$ cat src/rtl/sdram_cmd_ctrl.sv
module sdram_cmd_ctrl #(
  parameter int ROW_W = 13,
  parameter int COL_W = 9,
  parameter int BA_W  = 2,
  parameter int CNT_W = 10,
  parameter int T_RCD = 3,
  parameter int T_RP  = 3,
  parameter int T_RC  = 6,
  parameter int T_XSR = 8
) (
  input  logic             clk,
  input  logic             rst_n,
  input  logic             cfg_we,
  input  logic             cfg_sel,
  input  logic [15:0]      cfg_wdata,
  output logic [15:0]      cfg_rdata,
  input  logic             area2_sdram,
  input  logic             req_valid,
  output logic             req_ready,
  input  logic             req_area3,
  input  logic             req_write,
  input  logic [BA_W-1:0]  req_bank,
  input  logic [ROW_W-1:0] req_row,
  input  logic [COL_W-1:0] req_col,
  output logic             acc_done,
  output logic             sd_cke,
  output logic [1:0]       sd_cs_n,
  output logic             sd_ras_n,
  output logic             sd_cas_n,
  output logic             sd_we_n,
  output logic [BA_W-1:0]  sd_ba,
  output logic [ROW_W-1:0] sd_addr
);
  localparam int AP_BIT = 10;
  localparam int WAIT_W = $clog2(T_RCD + T_RP + T_RC + T_XSR + 1);
  localparam logic [2:0] C_NOP = 3'b111;
  localparam logic [2:0] C_ACT = 3'b011;
  localparam logic [2:0] C_RD  = 3'b101;
  localparam logic [2:0] C_WR  = 3'b100;
  localparam logic [2:0] C_PRE = 3'b010;
  localparam logic [2:0] C_REF = 3'b001;
  localparam logic [1:0] CS_A2 = 2'b10;
  localparam logic [1:0] CS_A3 = 2'b01;

  typedef enum logic [3:0] {
    S_IDLE, S_PRE, S_ACT, S_RW, S_REF, S_SRE, S_SREF, S_WAIT, S_FIN
  } state_t;

  state_t st, ret;
  logic [WAIT_W-1:0] wcnt;
  logic [3:0] mode;
  logic [CNT_W-1:0] rcmp, rcnt;
  logic ref_pend;
  logic open_v;
  logic [BA_W-1:0] open_ba;
  logic [ROW_W-1:0] open_row;
  logic l_a3, l_wr, l_ap;
  logic [BA_W-1:0] l_ba;
  logic [ROW_W-1:0] l_row;
  logic [COL_W-1:0] l_col;
  logic [2:0] cmd_r;
  logic [ROW_W-1:0] rw_addr;
  logic ren, rmode, pd, bact, sref_req, tmr_hit, hit, cfg_unused;

  assign ren      = mode[0];
  assign rmode    = mode[1];
  assign pd       = mode[2];
  assign bact     = mode[3];
  assign sref_req = ren & rmode;
  assign tmr_hit  = ren & ~rmode & (rcnt == rcmp);
  assign hit      = open_v & req_area3 & (open_ba == req_bank) & (open_row == req_row);
  assign req_ready = (st == S_IDLE) & ~sref_req & ~ref_pend;
  assign cfg_rdata = cfg_sel ? {{(16-CNT_W){1'b0}}, rcmp} : {12'h000, mode};
  assign cfg_unused = ^cfg_wdata[15:CNT_W];
  assign {sd_ras_n, sd_cas_n, sd_we_n} = cmd_r;

  always_comb begin
    rw_addr = '0;
    rw_addr[COL_W-1:0] = l_col;
    rw_addr[AP_BIT] = l_ap;
  end

  always_ff @(posedge clk or negedge rst_n) begin
    if (!rst_n) begin
      mode <= '0;
      rcmp <= '1;
    end else if (cfg_we) begin
      if (cfg_sel) rcmp <= cfg_wdata[CNT_W-1:0];
      else         mode <= cfg_wdata[3:0];
    end
  end

  always_ff @(posedge clk or negedge rst_n) begin
    if (!rst_n) begin
      rcnt <= '0;
      ref_pend <= 1'b0;
    end else begin
      if (!ren || rmode)  rcnt <= '0;
      else if (tmr_hit)   rcnt <= '0;
      else                rcnt <= rcnt + 1'b1;
      if (tmr_hit)                          ref_pend <= 1'b1;
      else if (st == S_REF || st == S_SRE)  ref_pend <= 1'b0;
    end
  end

  always_ff @(posedge clk or negedge rst_n) begin
    if (!rst_n) begin
      st <= S_IDLE;
      ret <= S_IDLE;
      wcnt <= '0;
      open_v <= 1'b0;
      open_ba <= '0;
      open_row <= '0;
      l_a3 <= 1'b0;
      l_wr <= 1'b0;
      l_ap <= 1'b1;
      l_ba <= '0;
      l_row <= '0;
      l_col <= '0;
      sd_cke <= 1'b1;
      sd_cs_n <= 2'b11;
      cmd_r <= C_NOP;
      sd_ba <= '0;
      sd_addr <= '0;
      acc_done <= 1'b0;
    end else begin
      sd_cs_n <= 2'b11;
      cmd_r <= C_NOP;
      sd_ba <= '0;
      sd_addr <= '0;
      acc_done <= 1'b0;
      case (st)
        S_IDLE: begin
          if (sref_req) begin
            sd_cke <= 1'b1;
            ret <= S_SRE;
            st <= open_v ? S_PRE : S_SRE;
          end else if (ref_pend) begin
            sd_cke <= 1'b1;
            ret <= S_REF;
            st <= open_v ? S_PRE : S_REF;
          end else if (req_valid) begin
            sd_cke <= 1'b1;
            l_a3 <= req_area3;
            l_wr <= req_write;
            l_ba <= req_bank;
            l_row <= req_row;
            l_col <= req_col;
            l_ap <= ~(bact & ~area2_sdram & req_area3);
            ret <= S_ACT;
            if (hit)                        st <= S_RW;
            else if (open_v && req_area3)   st <= S_PRE;
            else                            st <= S_ACT;
          end
        end
        S_PRE: begin
          sd_cs_n <= CS_A3;
          cmd_r <= C_PRE;
          sd_addr <= ROW_W'(1) << AP_BIT;
          open_v <= 1'b0;
          wcnt <= WAIT_W'(T_RP - 2);
          st <= S_WAIT;
        end
        S_ACT: begin
          sd_cs_n <= l_a3 ? CS_A3 : CS_A2;
          cmd_r <= C_ACT;
          sd_ba <= l_ba;
          sd_addr <= l_row;
          if (l_a3 && !l_ap) begin
            open_v <= 1'b1;
            open_ba <= l_ba;
            open_row <= l_row;
          end
          wcnt <= WAIT_W'(T_RCD - 2);
          ret <= S_RW;
          st <= S_WAIT;
        end
        S_RW: begin
          sd_cs_n <= l_a3 ? CS_A3 : CS_A2;
          cmd_r <= l_wr ? C_WR : C_RD;
          sd_ba <= l_ba;
          sd_addr <= rw_addr;
          if (l_ap) begin
            if (l_a3) open_v <= 1'b0;
            wcnt <= WAIT_W'(T_RP - 2);
            ret <= S_FIN;
            st <= S_WAIT;
          end else begin
            st <= S_FIN;
          end
        end
        S_REF: begin
          sd_cs_n <= 2'b00;
          cmd_r <= C_REF;
          wcnt <= WAIT_W'(T_RC - 2);
          ret <= S_IDLE;
          st <= S_WAIT;
        end
        S_SRE: begin
          sd_cs_n <= 2'b00;
          cmd_r <= C_REF;
          sd_cke <= 1'b0;
          st <= S_SREF;
        end
        S_SREF: begin
          if (!sref_req) begin
            sd_cke <= 1'b1;
            wcnt <= WAIT_W'(T_XSR - 2);
            ret <= S_IDLE;
            st <= S_WAIT;
          end
        end
        S_WAIT: begin
          if (wcnt == '0) st <= ret;
          else            wcnt <= wcnt - 1'b1;
        end
        S_FIN: begin
          acc_done <= 1'b1;
          sd_cke <= ~pd;
          st <= S_IDLE;
        end
        default: st <= S_IDLE;
      endcase
    end
  end
endmodule

$ cat config.mk
export PLATFORM = sky130hd
export DESIGN_NAME = sdram_cmd_ctrl
export DESIGN_NICKNAME = d
export VERILOG_FILES = /design/src/rtl/sdram_cmd_ctrl.sv
export SDC_FILE = /design/constraint.sdc
export NUM_CORES = 1
export LEC_CHECK = 0
export BUFFER_PORTS_ARGS = -buffer_cell sky130_fd_sc_hd__buf_4
export CORE_ASPECT_RATIO = 0.6
export CORE_UTILIZATION = 32
export DETAILED_ROUTE_END_ITERATION = 10
export SLEW_MARGIN = 25
export SYNTH_ARGS = -nofsm -noshare
export SYNTH_HDL_FRONTEND = slang
export SYNTH_SLANG_ARGS = --single-unit
$ cat constraint.sdc
create_clock -name clk -period 1.8 [get_ports clk]
set_clock_uncertainty 0.1 [all_clocks]
set_input_delay 0.36 -clock clk [delete_from_list [all_inputs] [get_ports clk]]
set_output_delay 0.36 -clock clk [all_outputs]
set_load 0.02 [all_outputs]
==> results.yml <==
outcome:
  status: "finished, violations left"
  violations: "setup timing"
timing:
  worst_slack_ps: -306
  setup-violations-final: 9
  period_minus_slack_ps: 2110
  grt_setup_unrepaired: "true"
  tns_ps: -885
  max_freq_mhz: 475
  hold_viol: 0
  slew_headroom_pct: 66.3
  drv_slew: 0
  period_share_pct: 117
  worstMarginPinSlew_ps: 500
floorplanning:
  io_pins: 87
  rows: 34
  die_y_um: 97.7
  coreArea_um2: 14700
  dieArea_um2: 15800
  die_w_um: 161
  start_util_pct: 33.3
global_routing:
  grt-ovfl-total: 0
  grt_max_degree: 46
  grt_pass1_wl_um: 19500
  grt_usage_pct: 15.9
  antenna_found_initial: 0
  first_global_vias: 3649
layout:
  area_growth_pct: 30.4
  antennaDiodeCount: 0
  fin_nets: 561
  mostFrequentLayoutCells: "buf_4, dfrtp_1, mux2_1"
  drive_above_1_share_pct: 35.5
  final_common_cell: "buf_4"
  stdcell_area_um2: 6370
synthesis:
  ys_top_cells_by_area: "dfrtp_1, mux2_1, dfstp_2, xnor2_1, xor2_1"
  synth_edf_count: 0
  synth_cell_types: 58
  ys_seq_area_share_pct: 53.2
  synth_top_area_share_pct: 44.1
  syn_area_per_cell_um2: 12.2
  synth_ff_type: "dfrtp_1"
  syn_area_um2: 4880
  yosys.area.top_type: "dfrtp_1"
  netlist_instances: 399
  ys_warn_count: 0
  synth_async_sr_flop_share_pct: 100
  ys_ff_latch: 103
placed_design:
  port_buffers: 74
  gp_congestion: 0.924
  dpl_worst_slack_ps: -76.6
  detailed_place_hpwl_um: 8580
  placed_cell_area_um2: 5890
worst_setup_path:
  required_ps: 1340
  cp_slowest_cell: "or4_4"
  cpMostUsedCell: "buf_6"
  crit_path_end_kind: "primary output"
  critPathKind: "flop to primary output"
  critPathMaxStageDelay_ps: 550
  worstPathArrival_ps: 1650
  crit_chain: "or4_4 -> buf_6 -> nor2_4 -> buf_6"
  critical_path.max_fanout: 3
  r2r_cells: 4
  critPathLaunchType: "flop"
job:
  drv_cap: 0
drt:
  first_pass_iters: 4
  drt_wl_total_um: 11900
  drc: 0
  ant_nets: 0
  avgRoutedWirePerCell_um: 16.6
  vias: 3464
  first_iter_violations: 269
  viasPerCell: 4.86
clocking:
  cts.sinks: 103
  clockRootBuffer: "clkbuf_16"
  path_clk_slew_ps: 70
  cts_inserted_buffers: 9
  clock_latency_ps: 350
  clk_path_buf_depth: 2
  cts_tree: "built"
  cts.htree.levels: 3
pwr:
  powerDensity_nw_per_um2: 1540
  power_leakage_nw: 2.89
  ir_drop_uv: 600
worst_hold_path:
  hold_path_class: "input pin to flop"
  holdPathStages: 2
==> layout make-up <==
class,instances,area [µm²]
Timing Repair Buffer,116,945
Inverter,11,41.3
Clock buffer,10,229
Sequential cell,103,2600
Tap cell,198,248
Clock inverter,6,60.1
Fill cell,1329,8310
Multi-Input combinational cell,269,2240
==> path summary, 6_finish.rpt <==
check	from	end	slack [ps]
hold reg to reg	l_wr	cmd_r[0]	370
min in group asynchronous	rst_n	l_row[9]	330
max in group asynchronous	rst_n	sd_cs_n[0]	690
hold / removal	req_col[8]	l_col[8]	120
setup / recovery	st[1]	req_ready	-310
setup reg to reg	st[1]	ret[1]	-180
==> per-layer routing <==
layer	wire length (µm)	GRT usage (%)	share of wire, %
met5	0	0	0
met4	116	3.77	0.98
met3	539	3.12	4.5
met2	5240	23.1	44
met1	5960	24.0	50
==> metrics by stage <==
step | power (mW) | cells | hold slack [ps] | utilization, %
final | 9.79 | 713 | 123 | 43.4
after CTS | 9.62 | 712 | 116 | 42.7
after global placement | 7.43 | 691 | 129 | 40.1
after floorplan | 5.97 | 404 | -35.6 | -
after detailed placement | 7.57 | 691 | 136 | 40.1
after global routing | 10.4 | 713 | 110 | 43.4
==> cells by family (layout without fill, tap and decap cells) <==
| family | Yosys count | in the layout | synth area share [%] |
|---|---|---|---|
| other | 1 | 6 | 0.0768 |
| adder cells (fa/ha/maj) | 3 | 3 | 0.769 |
| multiplexers | 63 | 63 | 14.7 |
| buffers and inverters | 33 | 143 | 3.54 |
| flip-flops | 103 | 103 | 53.2 |
| AO/OA/AOI/OAI | 58 | 58 | 8.92 |
| XOR/XNOR | 34 | 34 | 6.10 |
| AND/OR/NAND/NOR | 104 | 105 | 12.7 |
==> cell usage after synthesis (3+ instances only) <==
master and instances:
nor2_1 22, buf_2 6, nand3_4 3, and3_1 5, a22o_1 11, clkbuf_1 7
xnor2_1 17, a211oi_1 4, and2_1 10, nor4_1 4, a31oi_1 3, nand3_1 10
dfrtp_1 86, o211ai_1 4, nor2b_1 3, inv_1 9, buf_4 7, nand4_1 5
nand2_1 12, o21bai_1 3, ha_1 3, dfstp_2 17, o21ai_1 6, a21oi_1 12
mux2_1 60, nand2b_1 3, xor2_1 17, nor3_1 14
==> repair_timing <==
item                                    4_1_cts  5_1_grt
pin swaps                                     3        9
hold buffers                                  1        0
buffers inserted                              3        2
hold endpoints to repair                     13        0
gates cloned                                  1        0
endpoints found under the setup margin       10       65
resized for setup                            13       20
==> power by group <==
part,switching (mW),internal (mW)
Clock,0.911,0.981
Combinational,2.15,1.98
Sequential,0.603,3.17
==> worst max-delay path: cells and delay by family, from the launching register on <==
kind                   cells  cell delay (ps)
DFF                        1              380
buffers and inverters      2              270
and+or+nand+nor            2              650
==> flip-flops by register name, summed over array words and instances, names as in the netlist <==
register  cells
sd_ba         2
rcmp         10
acc_done      1
ret           4
open_ba       2
open_v        1
sd_addr      13
l_ba          2
sd_cs_n       2
l_ap          1
rcnt         10
mode          4
l_row        13
ref_pend      1
l_a3          1
sd_cke        1
wcnt          5
l_col         9
l_wr          1
cmd_r         3
st            4
open_row     13
Power figures use the tool's default switching activity.
